--- src/rtl/ires_pkg.sv ---
package ires_pkg;
  localparam int ID_W    = 8;
  localparam int MODEL_W = 4;
  localparam int NIB_W   = ID_W / 2;

  localparam logic [MODEL_W-1:0] MODEL_FLAT    = {MODEL_W{1'b1}};
  localparam logic [MODEL_W-1:0] MODEL_CLUSTER = {MODEL_W{1'b0}};
  localparam logic [ID_W-1:0]    BCAST_ID      = {ID_W{1'b1}};

  typedef enum logic [1:0] {
    SH_NONE   = 2'd0,
    SH_SELF   = 2'd1,
    SH_ALL    = 2'd2,
    SH_OTHERS = 2'd3
  } shorthand_e;

  typedef struct packed {
    logic               present;
    logic [ID_W-1:0]    phys_id;
    logic [ID_W-1:0]    log_dest;
    logic [MODEL_W-1:0] model;
  } slot_cfg_t;
endpackage

--- src/rtl/ires_slot_table.sv ---
module ires_slot_table
  import ires_pkg::*;
#(
  parameter int NUM_SLOTS = 8,
  localparam int IDX_W = $clog2(NUM_SLOTS)
) (
  input  logic                       clk,
  input  logic                       rst,
  input  logic                       we,
  input  logic [IDX_W-1:0]           wr_idx,
  input  slot_cfg_t                  wr_data,
  output slot_cfg_t [NUM_SLOTS-1:0]  cfg_q
);
  for (genvar g = 0; g < NUM_SLOTS; g++) begin : g_slot
    always_ff @(posedge clk) begin
      if (rst) begin
        cfg_q[g] <= '0;
      end else if (we && wr_idx == IDX_W'(g)) begin
        cfg_q[g] <= wr_data;
      end
    end
  end
endmodule

--- src/rtl/ires_slot_match.sv ---
module ires_slot_match
  import ires_pkg::*;
(
  input  slot_cfg_t        cfg,
  input  logic [ID_W-1:0]  dest,
  output logic             phys_hit,
  output logic             log_hit
);
  always_comb begin
    phys_hit = cfg.present && (cfg.phys_id == dest);
    log_hit  = 1'b0;
    if (cfg.present) begin
      if (cfg.model == MODEL_FLAT) begin
        log_hit = |(dest & cfg.log_dest);
      end else if (cfg.model == MODEL_CLUSTER) begin
        log_hit = (dest[ID_W-1:NIB_W] == cfg.log_dest[ID_W-1:NIB_W]) &&
                  (|(dest[NIB_W-1:0] & cfg.log_dest[NIB_W-1:0]));
      end
    end
  end
endmodule

--- src/rtl/ires_lowest_pick.sv ---
module ires_lowest_pick #(
  parameter int WIDTH = 8
) (
  input  logic [WIDTH-1:0] req,
  output logic [WIDTH-1:0] grant
);
  always_comb grant = req & (~req + WIDTH'(1));
endmodule

--- src/rtl/ires_dest_resolver.sv ---
module ires_dest_resolver
  import ires_pkg::*;
#(
  parameter int NUM_SLOTS = 8,
  localparam int IDX_W = $clog2(NUM_SLOTS)
) (
  input  logic                  clk,
  input  logic                  rst,
  input  logic                  cfg_we,
  input  logic [IDX_W-1:0]      cfg_slot,
  input  logic                  cfg_present,
  input  logic [ID_W-1:0]       cfg_phys_id,
  input  logic [ID_W-1:0]       cfg_log_dest,
  input  logic [MODEL_W-1:0]    cfg_model,
  input  logic                  req_valid,
  input  logic [ID_W-1:0]       req_dest,
  input  logic                  req_logical,
  input  logic [1:0]            req_shorthand,
  input  logic [IDX_W-1:0]      req_sender,
  output logic                  out_valid,
  output logic [NUM_SLOTS-1:0]  out_mask,
  output logic [NUM_SLOTS-1:0]  out_lowest
);
  slot_cfg_t [NUM_SLOTS-1:0] cfg_q;
  slot_cfg_t                 wr_data;
  logic [NUM_SLOTS-1:0]      present_vec;
  logic [NUM_SLOTS-1:0]      phys_hit;
  logic [NUM_SLOTS-1:0]      log_hit;
  logic [NUM_SLOTS-1:0]      scan_ok;
  logic [NUM_SLOTS-1:0]      phys_first;
  logic [NUM_SLOTS-1:0]      self_oh;
  logic [NUM_SLOTS-1:0]      normal_mask;
  logic [NUM_SLOTS-1:0]      mask_next;
  logic [NUM_SLOTS-1:0]      lowest_next;
  shorthand_e                sh;

  assign wr_data = '{present: cfg_present, phys_id: cfg_phys_id,
                     log_dest: cfg_log_dest, model: cfg_model};

  ires_slot_table #(.NUM_SLOTS(NUM_SLOTS)) u_table (
    .clk    (clk),
    .rst    (rst),
    .we     (cfg_we),
    .wr_idx (cfg_slot),
    .wr_data(wr_data),
    .cfg_q  (cfg_q)
  );

  for (genvar g = 0; g < NUM_SLOTS; g++) begin : g_match
    assign present_vec[g] = cfg_q[g].present;
    ires_slot_match u_match (
      .cfg     (cfg_q[g]),
      .dest    (req_dest),
      .phys_hit(phys_hit[g]),
      .log_hit (log_hit[g])
    );
    // logical scan only reaches slots below the first gap
    if (g == 0) begin : g_head
      assign scan_ok[g] = present_vec[g];
    end else begin : g_chain
      assign scan_ok[g] = present_vec[g] & scan_ok[g-1];
    end
  end

  ires_lowest_pick #(.WIDTH(NUM_SLOTS)) u_phys_pick (
    .req  (phys_hit),
    .grant(phys_first)
  );

  always_comb begin
    sh      = shorthand_e'(req_shorthand);
    self_oh = {{(NUM_SLOTS-1){1'b0}}, 1'b1} << req_sender;
    if (req_logical) begin
      normal_mask = log_hit & scan_ok;
    end else if (req_dest == BCAST_ID) begin
      normal_mask = present_vec;
    end else begin
      normal_mask = phys_first;
    end
    case (sh)
      SH_SELF:   mask_next = self_oh & present_vec;
      SH_ALL:    mask_next = present_vec;
      SH_OTHERS: mask_next = present_vec & ~self_oh;
      default:   mask_next = normal_mask;
    endcase
  end

  ires_lowest_pick #(.WIDTH(NUM_SLOTS)) u_lp_pick (
    .req  (mask_next),
    .grant(lowest_next)
  );

  always_ff @(posedge clk) begin
    if (rst) begin
      out_valid  <= 1'b0;
      out_mask   <= '0;
      out_lowest <= '0;
    end else begin
      out_valid <= req_valid;
      if (req_valid) begin
        out_mask   <= mask_next;
        out_lowest <= lowest_next;
      end
    end
  end
endmodule

--- config.mk ---
export PLATFORM = sky130hd
export DESIGN_NAME = ires_dest_resolver
export DESIGN_NICKNAME = d
export VERILOG_FILES = /design/src/rtl/ires_pkg.sv /design/src/rtl/ires_slot_table.sv /design/src/rtl/ires_slot_match.sv /design/src/rtl/ires_lowest_pick.sv /design/src/rtl/ires_dest_resolver.sv
export SDC_FILE = /design/constraint.sdc
export NUM_CORES = 1
export LEC_CHECK = 0
export ABC_AREA = 0
export BUFFER_PORTS_ARGS = -buffer_cell sky130_fd_sc_hd__buf_4
export CAP_MARGIN = 40
export CORE_ASPECT_RATIO = 1.75
export CORE_MARGIN = 2
export CORE_UTILIZATION = 55
export CTS_CLUSTER_SIZE = 10
export DETAILED_ROUTE_END_ITERATION = 6
export GPL_TIMING_DRIVEN = 0
export HOLD_SLACK_MARGIN = 0.05
export PLACE_DENSITY = 0.74
export SYNTH_ARGS = -nofsm -noshare
export SYNTH_HDL_FRONTEND = slang
export SYNTH_SLANG_ARGS = --single-unit
--- constraint.sdc ---
create_clock -name clk -period 3.3 [get_ports clk]
set_clock_uncertainty 0.1 [all_clocks]
set_input_delay 0.495 -clock clk [delete_from_list [all_inputs] [get_ports clk]]
set_output_delay 0.495 -clock clk [all_outputs]
set_load 0.01 [all_outputs]
# Word-level counts from Yosys, hierarchy flattened
# Cells that the tools add are included.
# word_totals
reg_bits	185
inputBits	42
elab_cells	180
out_inout_bits	17
# op_classes
bitwise	31
n_reduce_logical	49
n_eq_ne	35
shifts	1
addsub	2
n_mux	27
# op_table
operator	count
$and 8x8->8	13
$eq 8x8->1	8
$reduce_or 8->1	8
$and 4x4->4	8
$eq 4x4->1	8
$eq 4x4->1 const B	8
$logic_not 4->1	8
$reduce_or 4->1	8
$logic_and 1x1->1	24
$mux 1	24
$not 8->8	3
$pmux 8 s3	1
$add 8x1->8 const B	2
$mux 8	2
$eq 3x3->1 const B	4
$eq 8x8->1 const B	1
$shl 1x3->8 const A	1
$and 1x1->1	7
$eq 3x2->1 const B	2
$eq 2x2->1 const B	2
$eq 3x1->1 const B	1
$logic_not 3->1	1
$eq 2x1->1 const B	1

# Depth between registers and ports, before layout
# Gate-level depths: netlist of the first run.
# depth
ltp_word	13
depth_mapped	10
depth_no_buf	9

# Modules after synthesis
# From an unflattened synthesis of the first run, not the netlist that was laid out.
# hier_totals
cells_unflattened	946
area_unflattened_um2	9557.9
# by_module_without_submodules
mod	instances	seq_area_each_um2	cells_per_inst	area_per_inst_um2
ires_slot_table	1	3363.2	600	6638.9
ires_slot_match	8	0.0	24	207.7
ires_dest_resolver	1	340.3	134	1089.8
ires_lowest_pick	2	0.0	10	83.8

# Worst setup path after synthesis of the first run
# No wires, ideal clock.
# synth_path
path_type	in2reg
from	input req_dest[5]
to	register out_lowest[3]
required_time_ns	3.130
n_path_buf	0
setup_time_ns	0.070
stages	8
path_slack_ns	0.708
arrival_ns	2.422
cell_sequence	ha_1 -> nor4_1 -> a21oi_1 -> a311o_1 -> a2111oi_0 -> a211oi_1 -> or3_1 -> a21oi_1
# synth_between
elab_chain_len	11
word_cells_on_any_way	47
cone_classes	add/sub (2); eq/ne (9); mux (15); bitwise (9); reduce/logical (12)
# synth_lines
element	line	text
start, declared	ires_dest_resolver.sv:16	input logic [ID_W-1:0] req_dest,
$eq 8x8->1 / $eq 4x4->1 (equally long branches)	ires_slot_match.sv:10, ires_slot_match.sv:16	
$logic_and 1x1->1 (on tied branches)	ires_slot_match.sv:10, ires_slot_match.sv:16	
$not 8->8 / $mux 1 (equally long branches)	ires_lowest_pick.sv:7, ires_slot_match.sv:15	
$add 8x1->8 / $mux 1 (equally long branches)	ires_lowest_pick.sv:7, ires_slot_match.sv:13	
$and 8x8->8 / $mux 1 (equally long branches)	ires_lowest_pick.sv:7, ires_slot_match.sv:12	
$mux 8 / $and 8x8->8 (equally long branches)	ires_dest_resolver.sv:75, ires_dest_resolver.sv:74	
$mux 8 *	ires_dest_resolver.sv:73	if (req_logical) begin
$pmux 8 s3 *	ires_dest_resolver.sv:80	case (sh)
$not 8->8	ires_lowest_pick.sv:7	always_comb grant = req & (~req + WIDTH'(1));
$add 8x1->8	ires_lowest_pick.sv:7	
$and 8x8->8 *	ires_lowest_pick.sv:7	
end signal, assigned	ires_dest_resolver.sv:102	out_lowest <= lowest_next;
end, declared	ires_dest_resolver.sv:22	output logic [NUM_SLOTS-1:0] out_lowest
# Every way passes the cells marked *; elsewhere a longest branch is shown, timed or not.
# A chain may end at the register's enable or synchronous reset.

# Worst setup path in the final report of the first run
# layout_path
from	input req_dest[4]
to	register out_lowest[6]
# Same word-level chain as after synthesis.

==> results of run 1 <==
metal layers:
metal | up-vias | routed length [um] | GRT usage (%)
li1 | 3881 | - | -
met1 | 3838 | 10100 | 36.9
met2 | 322 | 13300 | 54.9
met3 | 88 | 1560 | 4.07
met4 | 0 | 1310 | 17.4
met5 | - | 0 | 0
final cells by class:
cell class	count	area share [%]
Clock inverter	11	1.14
Timing Repair Buffer	30	2.31
Inverter	3	0.116
Sequential cell	184	37.8
Multi-Input combinational cell	837	46.7
Antenna cell	1	0.0257
Clock buffer	21	4.83
Buffer	94	4.64
Tap cell	186	2.39
cell usage after synthesis (2+ instances only):
library cell	n
nand3_1	15
xor2_1	14
nor4_1	19
and3_1	3
nand2_1	369
a211oi_1	8
o21ai_1	3
a32oi_1	2
nand2b_1	3
clkbuf_1	55
buf_2	3
nor2b_1	4
a22o_1	2
nand4b_1	3
buf_6	7
o41ai_1	2
dfxtp_1	184
or2_2	2
nor4bb_1	2
inv_1	3
nand4_1	20
xnor2_1	58
nor4_2	2
buf_1	5
a22oi_1	14
or4_1	5
clkbuf_2	19
a21oi_1	179
a31oi_1	2
buf_4	5
o21ai_0	5
and4_1	3
a311o_1	2
ha_1	32
nor2_1	26
nor3_1	13
power groups by stage:
stage	logic (mW)	registers (mW)	clock network [mW]
5_1_grt	0.505	2.31	2.13
4_1_cts	0.462	2.30	2.04
6_report	0.468	2.30	2.04
2_1_floorplan	0.294	2.35	0
3_3_place_gp	0.452	2.35	0
3_5_place_dp	0.459	2.35	0
sequential cells by signal, indices dropped and copies added (netlist names):
signal	cells
out_valid	1
u_table.cfg_q	168
out_lowest	7
out_mask	8
cells by family after synthesis:
logic type	count (synthesis)	share of synthesized area [%]
and+or+nand+nor	496	24.5
AOI/OAI and AO/OA	237	15.9
DFF	184	42.4
buffers and inverters	97	5.33
xor gates and xnor gates	72	7.25
adders and majority gates	32	4.61
critical path, cell delays in order:
cell and delay [ns]:
buf_4 0.17, buf_6 0.18, xor2_1 0.15, nor4_1 0.52, and3_1 0.31, nor3_1 0.07, a211oi_1 0.68, and4_1 0.33
nand3_1 0.12, o31ai_2 0.18
worst max-delay path by stage:
| stage | from | endpoint | depth (start not counted) |
|---|---|---|---|
| finish | req_dest[4] | out_lowest[6] | 10 |
| global route | u_table.cfg_q[72] | out_lowest[3] | 8 |
| CTS | u_table.cfg_q[72] | out_lowest[6] | 8 |
| detailed placement | req_dest[6] | out_lowest[6] | 10 |
| global placement | req_dest[7] | out_lowest[6] | 10 |
| floorplan | req_dest[5] | out_lowest[3] | 8 |
per-stage QoR:
stage / hold WS (ns) / setup TNS [ns] / std cells
after floorplan: 0.336 / 0 / 1118
after global placement: 0.341 / 0 / 1334
after detailed placement: 0.347 / -0.00877 / 1334
after CTS: 0.325 / 0 / 1366
after global routing: 0.319 / 0 / 1367
final: 0.322 / 0 / 1367
==> impl_metrics.ini, run 1 <==
[outcome]
status = complete, no violations

[setup_path]
regToRegStartpoint = u_table.cfg_q[72]
path_max_fanout = 9
r2r_end = out_lowest[6]
crit_path_end_kind = register
critPathLaunchType = input port
ff2ff_path_depth = 8
cp.required_ns = 3.56
arrival_ns = 3.22
reg2reg_setup_slack_ns = 0.38
path_class = input port to register

[placed_design]
dpl-instance-area_sq_um = 9150
dp_hpwl_um = 19100
numPortBuffers = 30
globalplace.congestion = 0.956
pre_cts_slack_ns = -0.00877

[synthesis]
syn_inst = 1118
synth_top_cell_by_area = dfxtp_1
yosysWarnings = 0
netlist_top_cells_area = dfxtp_1 (42%), nand2_1 (16%), a21oi_1 (10%)
syn_nets = 1192
synth_flop_cell = dfxtp_1
mappedNetlistArea_sq_um = 8690
yosysSeqAreaShare_pct = 42.4
synth_edf_count = 0
async_flop_share_pct = 0
synth_cell_types = 61
syn_avg_cell_area_sq_um = 7.77
yosysTopAreaCellShare_pct = 42.4
ys_ff_latch = 184

[timing]
fmax_mhz = 338
slew_headroom_pct = 46.6
post-route-min-period_ns = 2.96
setup_slack_ns = 0.344
rsz0062_at_grt = no
tightest_slew_ns = 0.796
final-max-slew-violation-count = 0
hold_viol = 0
setup_viol = 0
fin_crit_sh_pct = 89.6

[routing]
drcViolationCount = 0
via_per_inst = 5.95
routed_wl_um = 26300
ant_nets = 0
drt_pre_antenna_iters = 7
drtIter0Drc = 482
vias = 8129
drt-wirelength-per-cell_um = 19.2

[worst_hold_path]
hold_end = u_table.cfg_q[21]
hp-class = input port to register
hold_path.startpoint = cfg_model[0]
min_path_cells = 3

[power_and_ir_drop]
internal_power_mw = 3.54
seqPwrFrac_pct = 47.8
switching_share_pct = 26.4
ir_drop_v = 0.000335
leakage_nw = 3.39
clkPwrFrac_pct = 42.4
power_density_nw_per_um2 = 494
total_power_mw = 4.81
p_switching_mw = 1.27
share_comb_of_total_power_pct = 9.7

[clocking]
htreeDepth = 4
cts_made_buffers = 17
cts_hold_buffers = 0
cts.sinks = 184
cts_resized = 0
cts_tree = done
clk_pin_slew_ns = 0.07
clock_path_buffers = 2
post-cts-setup-buffer-count = 0
clk-insertion-delay-late_ns = 0.44
cts_root_buf = clkbuf_16

[grt]
grt_max_degree = 17
grt_usage_pct = 31.5
antenna_found_initial = 1
grt_pass1_vias = 7736
grt-ovfl-total = 0
grt_pass1_wl_um = 41000

[final_layout]
nNetsFinal = 1241
fillers = 1368
multi_input_area_sq_um = 4550
design_area_sq_um = 9730
final_util_pct = 63.3
final_cell_mix = nand2_1 (369), dfxtp_1 (184), a21oi_1 (179)
final_common_cell = nand2_1
regArea_sq_um = 3680
layout-drive-gt1-share_pct = 9.07
area_delta_synth_final_pct = 12.0

[floorplanning]
die_x_um = 99.0
initial_utilization_pct = 56.5
rows = 60
coreArea_sq_um = 15400
die_area_sq_um = 16900
pin_count = 59
die_y_um = 170

[job]
max_cap_viol_count = 0
No activity file was read; power rests on OpenSTA's default activity.
==> run 2: changes to the inputs <==
Clock period 3.3 ns to 3 ns, I/O delays scaled along.
==> run 2 against run 1 <==
Net effect: register-to-register slack lost 0.16 ns; combinational power increased by 10%; sequential share of layout area hardly changed; sequential power rose by 10%; critical path type is now register to register.
==> impl_metrics.ini, run 2 (synthesis gave the netlist of run 1 again) <==
[outcome]
status = complete, no violations

[final_layout]
final_common_cell = nand2_1
final_cell_mix = nand2_1 (369), dfxtp_1 (184), a21oi_1 (179)
fillers = 1366
reg_top3 = u_table.cfg_q: 168 flops, out_mask: 8 flops, out_lowest: 7 flops
layout-drive-gt1-share_pct = 9.15
nNetsFinal = 1241
largest_reg_flops = 168
area_delta_synth_final_pct = 12.1
multi_input_area_sq_um = 4550
regArea_sq_um = 3680
regMostFlops = u_table.cfg_q

[power_and_ir_drop]
switching_share_pct = 26.4
seqPwrFrac_pct = 47.9
ir_drop_v = 0.000369
p_switching_mw = 1.40
share_comb_of_total_power_pct = 9.7
clkPwrFrac_pct = 42.4
leakage_nw = 3.39
internal_power_mw = 3.90
power_density_nw_per_um2 = 543

[floorplanning]
die_x_um = 99.0
die_area_sq_um = 16900
coreArea_sq_um = 15400
pin_count = 59
die_y_um = 170
initial_utilization_pct = 56.5
rows = 60

[clocking]
clk_pin_slew_ns = 0.07
cts_made_buffers = 17
htreeDepth = 4
cts_hold_buffers = 0
post-cts-setup-buffer-count = 0
cts.sinks = 184
cts_tree = done
clk-insertion-delay-late_ns = 0.44
clock_path_buffers = 2
cts_root_buf = clkbuf_16

[routing]
drcViolationCount = 0
wl_met1_um = 10000
vias = 8097
drt-wirelength-per-cell_um = 19.2
met3_length_um = 1690
drt_pre_antenna_iters = 5
top_layer_used = met4
drtIter0Drc = 460
ant_nets = 0
via_per_inst = 5.92
routed_wl_um = 26300
wl_met2_um = 13300

[placed_design]
pre_cts_slack_ns = -0.264
dp_hpwl_um = 19100
numPortBuffers = 30
globalplace.congestion = 0.956

[timing]
final-max-slew-violation-count = 0
setup_viol = 0
fmax_mhz = 360
holdWs_ns = 0.276
hold_viol = 0
slew_headroom_pct = 53.0
post-route-min-period_ns = 2.78
tightest_slew_ns = 0.706
fin_crit_sh_pct = 92.5
setup_slack_ns = 0.224
setup_tns_ns = 0
rsz0062_at_grt = no

[setup_path]
critical_path.cell_chain = ha_1, nor4_1, a21oi_1, a311o_1, a2111oi_1, a211oi_2, or3_1, a21oi_1
r2r_end = out_lowest[3]
cp.required_ns = 3.27
path_max_fanout = 3
ff2ff_path_depth = 8
path_class = register to register
critPathLaunchType = register
reg2reg_setup_slack_ns = 0.22
arrival_ns = 3.05
regToRegStartpoint = u_table.cfg_q[72]
crit_path_end_kind = register
slowest_stage = a2111oi_1
crit_top_cell = a21oi_1
cp-startpoint = u_table.cfg_q[72]
slowest_delay_ns = 0.48

[worst_hold_path]
hold_end = u_table.cfg_q[21]
hold_path.startpoint = cfg_model[0]
min_path_cells = 3
hp-class = input port to register

[grt]
antenna_found_initial = 1
grt_usage_pct = 31.5
grt-ovfl-total = 0
grt_pass1_wl_um = 41000
grt_max_degree = 17
grt_pass1_vias = 7736

[job]
max_cap_viol_count = 0
==> run 2: changes by cell type in the layout (fill, tap and decap cells not counted) <==
cell       delta
a2111oi_0     -1
a2111oi_1     +1
a211oi_1      -1
a211oi_2      +1
==> run 2: worst max-delay path by stage <==
stage | depth (start not counted) | slack, ns | end
final | 8 | 0.22 | out_lowest[3]
after global routing | 8 | 0.02 | out_lowest[3]
after CTS | 8 | 0.10 | out_lowest[6]
after detailed placement | 10 | -0.26 | out_lowest[6]
after global placement | 10 | -0.24 | out_lowest[6]
after floorplan | 8 | 0.45 | out_lowest[3]
==> run 2: what timing repair did <==
| item | 4_1_cts | 5_1_grt |
|---|---|---|
| endpoints found under the hold margin | 0 | 0 |
| endpoints found under the setup margin | 0 | 5 |
| gates resized for setup | 0 | 2 |
==> run 2: area by class of cell <==
cell class | count | area share, %
antenna | 1 | 0.0257
multi-input combinational | 837 | 46.7
clock inverter | 11 | 1.14
timing repair buffer | 30 | 2.31
buffer | 94 | 4.64
inverter | 3 | 0.116
sequential | 184 | 37.8
tap | 186 | 2.39
clock buffer | 21 | 4.83
==> run 2: stage by stage <==
step                      instance area, sq um  cells  utilization [%]  total power [mW]
after CTS                                 9730   1366             63.2              5.29
after floorplan                           8690   1118                -              2.91
after global placement                    9150   1334             59.5              3.08
final                                     9740   1367             63.3              5.29
after global routing                      9740   1367             63.3              5.43
after detailed placement                  9150   1334             59.5              3.09
==> run 2: power by group through the flow <==
| stage | combinational, mW | sequential, mW | clock (mW) |
|---|---|---|---|
| after global routing | 0.556 | 2.54 | 2.34 |
| after CTS | 0.509 | 2.53 | 2.24 |
| after global placement | 0.497 | 2.59 | 0 |
| after detailed placement | 0.505 | 2.59 | 0 |
| final | 0.516 | 2.53 | 2.24 |
| after floorplan | 0.324 | 2.58 | 0 |
==> run 2: per-layer routing <==
layer / track usage, % / vias up
met5: 0 / -
met3: 4.07 / 94
li1: - / 3871
met2: 54.9 / 326
met1: 36.9 / 3806
met4: 17.4 / 0
==> run 2: worst max-delay path, delay by kind of cell (launching register included) <==
family / cells / cell delay (ns)
compound gates: 5 / 1.34
simple gates: 2 / 0.67
fa+ha+maj: 1 / 0.27
flops: 1 / 0.33
==> run 3: changes to the inputs <==
Settings changed: GPL_TIMING_DRIVEN 0 to unset.
==> run 3 against run 2 <==
Net effect: count of clock-buffer cells in the layout down 3; critical path depth unchanged; largest power group unchanged; largest cell class unchanged; fmax up 6.7%; sequential share of layout area down 0.078 points; routed wire length down 6.3%; die area unchanged; clock power about the same; via count down 3.1%.
==> impl_metrics.ini, run 3 (synthesis gave the netlist of run 1 again) <==
[floorplanning]
pin_count = 59
coreArea_sq_um = 15400
rows = 60
die_x_um = 99.0
die_area_sq_um = 16900
initial_utilization_pct = 56.5
die_y_um = 170

[timing]
setup_slack_ns = 0.399
holdWs_ns = 0.223
slew_headroom_pct = 42.5
tightest_slew_ns = 0.861
setup_viol = 0
fin_crit_sh_pct = 86.7
rsz0062_at_grt = no
hold_viol = 0
setup_tns_ns = 0
fmax_mhz = 385
final-max-slew-violation-count = 0
post-route-min-period_ns = 2.60

[job]
max_cap_viol_count = 0

[clocking]
cts_tree = done
clk-insertion-delay-late_ns = 0.44
post-cts-setup-buffer-count = 0
htreeDepth = 4
cts_resized = 0
cts_made_buffers = 17
cts_hold_buffers = 0
cts_root_buf = clkbuf_16
clk_pin_slew_ns = 0.08
clock_path_buffers = 2
cts.sinks = 184

[placed_design]
post-place-cells = 1295
numPortBuffers = 58
pre_cts_slack_ns = 0.110
globalplace.congestion = 0.905
dp_hpwl_um = 17000
dpl-instance-area_sq_um = 9170

[power_and_ir_drop]
leakage_nw = 3.44
total_power_mw = 5.30
ir_drop_v = 0.000347
power_density_nw_per_um2 = 543

[final_layout]
reg_top3 = u_table.cfg_q: 168 flops, out_mask: 8 flops, out_lowest: 7 flops
layout-drive-gt1-share_pct = 11.4
final_common_cell = nand2_1
regMostFlops = u_table.cfg_q
nNetsFinal = 1202
diodes = 0
largest_reg_flops = 168
final_cell_mix = nand2_1 (369), dfxtp_1 (184), a21oi_1 (179)
area_delta_synth_final_pct = 12.3
final-instance-count-excl-fill = 1327
design_area_sq_um = 9760
final_util_pct = 63.4

[routing]
via_per_inst = 5.91
drcViolationCount = 0
drt-wirelength-per-cell_um = 18.6
vias = 7843
drtIter0Drc = 526
ant_nets = 0
drt_pre_antenna_iters = 7
routed_wl_um = 24600

[setup_path]
path_class = register to register
crit_path_end_kind = register
critPathLaunchType = register
cp.required_ns = 3.26
arrival_ns = 2.86
path_max_fanout = 3

[grt]
grt_max_degree = 78
grt_pass1_vias = 7462
grt_pass1_wl_um = 38700
grt-ovfl-total = 0
antenna_found_initial = 0
grt_usage_pct = 29.5

[outcome]
status = complete, no violations

[worst_hold_path]
hp-class = input port to register
==> run 3: final cells by class <==
cell class                      instances  area, sq um
Clock buffer                           18          429
Clock inverter                         14          160
Fill cell                            1351         5630
Inverter                                3         11.3
Multi-Input combinational cell        837         4560
Sequential cell                       184         3680
Tap cell                              186          233
Timing Repair Buffer                   85          688
==> run 3: worst paths after layout <==
kind / start / to / slack (ns) / cells after the start
setup / recovery: u_table.cfg_q[72] / out_lowest[3] / 0.40 / 8
hold / removal: cfg_phys_id[3] / u_table.cfg_q[78] / 0.22 / 3
setup reg to reg: u_table.cfg_q[72] / out_lowest[3] / 0.40 / 8
hold reg to reg: u_table.cfg_q[7] / u_table.cfg_q[7] / 0.36 / 2
==> run 3: worst max-delay path: stages (launching register included) <==
cell	delay (ns)
dfxtp_1	0.32
ha_1	0.28
nor4_1	0.27
a21oi_1	0.13
a311o_1	0.35
a2111oi_0	0.40
a211oi_1	0.17
or3_1	0.36
a21oi_1	0.14
==> run 3: per-layer routing <==
metal	GRT usage [%]	wire, um
met3	5.01	1350
met5	0	0
met2	53.1	12900
met4	15.0	1170
met1	32.9	9230
==> run 3: power by group <==
group,internal [mW],switching (mW),total (mW)
Sequential,2.50,0.0368,2.53
Combinational,0.183,0.321,0.505
Clock,1.19,1.07,2.26
Total,3.87,1.43,5.30
